**src/rtl/rxfc_pkg.sv**
```systemverilog
package rxfc_pkg;

    typedef struct packed {
        logic zero;
        logic max;
    } force_bits_t;

    typedef enum logic [1:0] {
        SEL_NONE = 2'd0,
        SEL_ZERO = 2'd1,
        SEL_MAX  = 2'd2
    } pause_sel_e;

    localparam logic [15:0] PT_ZERO = 16'h0000;
    localparam logic [15:0] PT_MAX  = 16'hFFFF;
    localparam int          KB_BYTES = 1024;

    // maximum time has priority over zero time
    function automatic pause_sel_e pick_pause(input force_bits_t f);
        if (f.max)       return SEL_MAX;
        else if (f.zero) return SEL_ZERO;
        else             return SEL_NONE;
    endfunction

    function automatic logic [15:0] sel_time(input pause_sel_e s);
        return (s == SEL_MAX) ? PT_MAX : PT_ZERO;
    endfunction

endpackage

```
**src/rtl/rxfc_thresh.sv**
```systemverilog
module rxfc_thresh
    import rxfc_pkg::*;
#(
    parameter int BUF_BYTES = 8192,
    parameter int THR_W     = 4,
    parameter int THR_RST   = 3,
    parameter int FREE_W    = $clog2(BUF_BYTES + 1)
) (
    input  logic              clk,
    input  logic              rst,
    input  logic              thr_wr,
    input  logic [THR_W-1:0]  thr_wdata,
    input  logic [FREE_W-1:0] free_bytes,
    input  logic              full_duplex,
    output logic              jam_req
);
    localparam int BUF_KB = BUF_BYTES / KB_BYTES;

    logic [THR_W-1:0]  thr_q;
    logic [FREE_W-1:0] limit_bytes;
    int                eff_kb;

    always_ff @(posedge clk) begin
        if (rst)         thr_q <= THR_W'(THR_RST);
        else if (thr_wr) thr_q <= thr_wdata;
    end

    always_comb begin
        eff_kb      = (int'(thr_q) > BUF_KB) ? BUF_KB : int'(thr_q);
        limit_bytes = FREE_W'(eff_kb * KB_BYTES);
    end

    always_ff @(posedge clk) begin
        if (rst) jam_req <= 1'b0;
        else     jam_req <= !full_duplex && (free_bytes < limit_bytes);
    end

endmodule

```
**src/rtl/rxfc_force.sv**
```systemverilog
module rxfc_force
    import rxfc_pkg::*;
(
    input  logic        clk,
    input  logic        rst,
    input  logic        force_wr,
    input  logic        force_zero_in,
    input  logic        force_max_in,
    input  logic        full_duplex,
    input  logic        pause_ack,
    output logic        pause_req,
    output logic [15:0] pause_time,
    output force_bits_t force_q
);
    pause_sel_e  sel;
    force_bits_t clr, set, nxt;

    always_comb begin
        sel        = pick_pause(force_q);
        pause_req  = full_duplex && (sel != SEL_NONE);
        pause_time = sel_time(sel);
        clr.max    = pause_req && pause_ack && (sel == SEL_MAX);
        clr.zero   = pause_req && pause_ack && (sel == SEL_ZERO);
        set.max    = force_wr && force_max_in;
        set.zero   = force_wr && force_zero_in;
        nxt        = (force_q & ~clr) | set;
    end

    always_ff @(posedge clk) begin
        if (rst) force_q <= '0;
        else     force_q <= nxt;
    end

endmodule

```
**src/rtl/rx_flow_trigger.sv**
```systemverilog
module rx_flow_trigger
    import rxfc_pkg::*;
#(
    parameter int BUF_BYTES = 8192,
    parameter int THR_W     = 4,
    parameter int THR_RST   = 3,
    parameter int FREE_W    = $clog2(BUF_BYTES + 1)
) (
    input  logic              clk,
    input  logic              rst,
    input  logic [FREE_W-1:0] free_bytes,
    input  logic              full_duplex,
    input  logic              thr_wr,
    input  logic [THR_W-1:0]  thr_wdata,
    input  logic              force_wr,
    input  logic              force_zero_in,
    input  logic              force_max_in,
    input  logic              pause_ack,
    output logic              jam_req,
    output logic              pause_req,
    output logic [15:0]       pause_time,
    output logic              force_zero_q,
    output logic              force_max_q
);
    force_bits_t fq;

    rxfc_thresh #(
        .BUF_BYTES(BUF_BYTES), .THR_W(THR_W), .THR_RST(THR_RST), .FREE_W(FREE_W)
    ) u_thresh (
        .clk(clk), .rst(rst), .thr_wr(thr_wr), .thr_wdata(thr_wdata),
        .free_bytes(free_bytes), .full_duplex(full_duplex), .jam_req(jam_req)
    );

    rxfc_force u_force (
        .clk(clk), .rst(rst), .force_wr(force_wr),
        .force_zero_in(force_zero_in), .force_max_in(force_max_in),
        .full_duplex(full_duplex), .pause_ack(pause_ack),
        .pause_req(pause_req), .pause_time(pause_time), .force_q(fq)
    );

    assign force_zero_q = fq.zero;
    assign force_max_q  = fq.max;

endmodule

```
**config.mk**
```make
export PLATFORM = sky130hd
export DESIGN_NAME = rx_flow_trigger
export DESIGN_NICKNAME = d
export VERILOG_FILES = /design/src/rtl/rxfc_pkg.sv /design/src/rtl/rxfc_thresh.sv /design/src/rtl/rxfc_force.sv /design/src/rtl/rx_flow_trigger.sv
export SDC_FILE = /design/constraint.sdc
export NUM_CORES = 1
export LEC_CHECK = 0
export ABC_AREA = 0
export BUFFER_PORTS_ARGS = -buffer_cell sky130_fd_sc_hd__buf_2
export CAP_MARGIN = 0
export CORE_MARGIN = 3
export CORE_UTILIZATION = 33
export CTS_CLUSTER_DIAMETER = 150
export DETAILED_ROUTE_END_ITERATION = 10
export GPL_TIMING_DRIVEN = 0
export PLACE_DENSITY = 0.79
export SYNTH_ARGS = -nofsm -noshare
export SYNTH_HDL_FRONTEND = slang
export SYNTH_SLANG_ARGS = --single-unit
```
**constraint.sdc**
```tcl
create_clock -name clk -period 1.7 [get_ports clk]
set_clock_uncertainty 0.1 [all_clocks]
set_input_delay 0.255 -clock clk [delete_from_list [all_inputs] [get_ports clk]]
set_output_delay 0.255 -clock clk [all_outputs]
set_load 0.03 [all_outputs]
```
==> impl_metrics.yaml <==
placed_design:
  numPortBuffers: 35
  gp_congestion: 0.727
sta:
  rsz0062_at_grt: "false"
  timing.fmax_mhz: 625
  slew_headroom_pct: 84.0
  worstMarginPinSlew_ps: 240
  period_minus_slack_ps: 1600
  setup_viol: 0
  fin_setup_tns_ps: 0
  hold_viol_final: 0
  fin_crit_sh_pct: 94.1
  maxSlewViolCount: 0
critical_path:
  critPathRequiredTime_ps: 1750
  crit_path_max_fanout: 3
  arrival_ps: 1650
  crit_path_start_kind: "flip-flop"
  endpoint_kind: "flip-flop"
  crit_type: "reg -> reg"
floorplanning:
  die_x_microns: 42.6
  core_sq_um: 1190
  io_pins: 46
  num_rows: 12
  start_util_pct: 37.2
  die_h_microns: 42.6
  die_area_sq_um: 1810
route:
  drcViolationCount: 0
  vias: 435
  drt_iter0_markers: 5
  routed_wirelength_microns: 936
  ant_nets: 0
  dr.pass1.iters: 4
  vias_per_cell: 4.31
  wl_per_cell_microns: 9.27
clock_network:
  cts_root_buffer: "clkbuf_4"
  cts.clk_slew.worst_paths_ps: 50
  ctsHoldBuffers: 0
  cts_max_level: 1
  clkSinkCount: 7
  clk_latency_ps: 250
  cts_tree: "built"
  numCtsBuffers: 3
  clock_path_buffers: 2
final_layout:
  drive_gt1_share_pct: 64.4
  fin_util_pct: 56.0
  antenna_cells: 0
  n_fill_cell: 127
  nets: 117
  layout-area-overhead-vs-synth_pct: 50.4
pwr:
  leakage_nw: 0.395
  power_mw: 0.514
  ir_worst_vdd_uv: 420
  powerDensity_nw_per_um2: 773
run_status:
  status: "finished, final reports clean"
synth:
  synth_seq_cells: 7
  ys_warn_count: 0
  synthesis.instances: 48
  yosysUniqueCellTypes: 17
  ys_seq_area_share_pct: 31.7
  synth_nets: 77
  syn_area_per_cell_sq_um: 9.20
  synth_area_sq_um: 442
global_routing:
  grt_pass1_wl_mm: 1.55
  gr-total-overflow: 0
  grt_max_degree: 17
  track_usage_pct: 11.4
  antenna_found_initial: 0
  first_global_vias: 365
run:
  drv_cap: 0
min_path:
  hold_path_class: "in -> reg"
## registers in the layout (all words and copies together) (netlist names)
register and flops:
u_force.force_q 2, u_thresh.jam_req 1, u_thresh.thr_q 4
## final timing paths
path	startpoint	end	slack, ps	cells past startpoint
max	u_thresh.thr_q[3]	u_thresh.jam_req	100	6
min	thr_wdata[1]	u_thresh.thr_q[1]	110	2
max reg2reg	u_thresh.thr_q[3]	u_thresh.jam_req	100	6
min reg2reg	u_force.force_q[1]	u_force.force_q[1]	400	2
## cells in the mapped netlist, drive strengths merged
master    n  share of area, %
inv       1              0.85
clkbuf    1              0.85
a21oi     1               1.1
o21a      1               1.7
a2111oi   1               3.4
buf      15                25
nor2b     2               2.8
nor4b     1               3.4
a211o     2               4.0
o21bai    1               1.7
a22oi     1               1.7
ha        3               8.5
mux2i     2               4.5
nor2      3               2.5
o21ai     2               2.3
nand2     4               3.4
dfxtp     7                32
## cell usage in the layout, fill, tap and decap left out, drive strengths merged, types with 2 or more instances in the layout
cell	synthesis	routed
nor2b	2	2
buf	15	50
o21ai	2	2
clkbuf	1	5
mux2i	2	2
nand2	4	4
nor2	3	3
dfxtp	7	7
a211o	2	2
ha	3	3
## critical path, stage by stage, from the launching register on
cell and delay (ps):
dfxtp_1 330, inv_1 100, nand2_1 60, ha_1 190, nor4b_2 260, o21bai_1 120
a2111oi_2 340
## per-stage QoR
| stage | worst slack [ps] | hold slack [ps] | cell area, sq um | instances |
|---|---|---|---|---|
| 6_report | 99.5 | 109 | 664 | 101 |
| 3_3_place_gp | 137 | 360 | 636 | 97 |
| 3_5_place_dp | 97.9 | 365 | 636 | 97 |
| 2_1_floorplan | 182 | 224 | 443 | 48 |
| 5_1_grt | 17.3 | 98.4 | 664 | 101 |
| 4_1_cts | 47.2 | 96.7 | 662 | 101 |
## where the power goes
part	internal, mW	switching [mW]	leakage, nW
Sequential	0.175	0.00630	0.0579
Combinational	0.0777	0.104	0.322
Clock	0.0896	0.0617	0.0150
## final cells by class
type	count	area (sq um)	share of cell area [%]
Buffer	16	120	18.1
Tap cell	14	17.5	2.64
Clock buffer	4	26.3	3.95
Inverter	1	3.75	0.565
Multi-Input combinational cell	24	181	27.3
Sequential cell	7	140	21.1
Timing Repair Buffer	35	175	26.4
## cells by family after synthesis
family	Yosys count	synth area share, %
fa+ha+maj	3	8.50
simple gates	10	12.2
compound gates	9	15.9
flops	7	31.7
buf+inv	17	27.2
mux	2	4.53
## routing by layer
layer	global-route usage (%)	vias to the layer above	wire (microns)
li1	-	226	-
met2	15.8	31	400
met1	13.7	178	384
met3	5.58	0	151
met5	0	-	0
met4	7.45	0	0
## what timing repair did
action | CTS | global route
gates resized for setup | 0 | 2
endpoints found under the setup margin | 0 | 15
buffers inserted | 0 | 0
No activity file was read; power rests on OpenSTA's default activity.
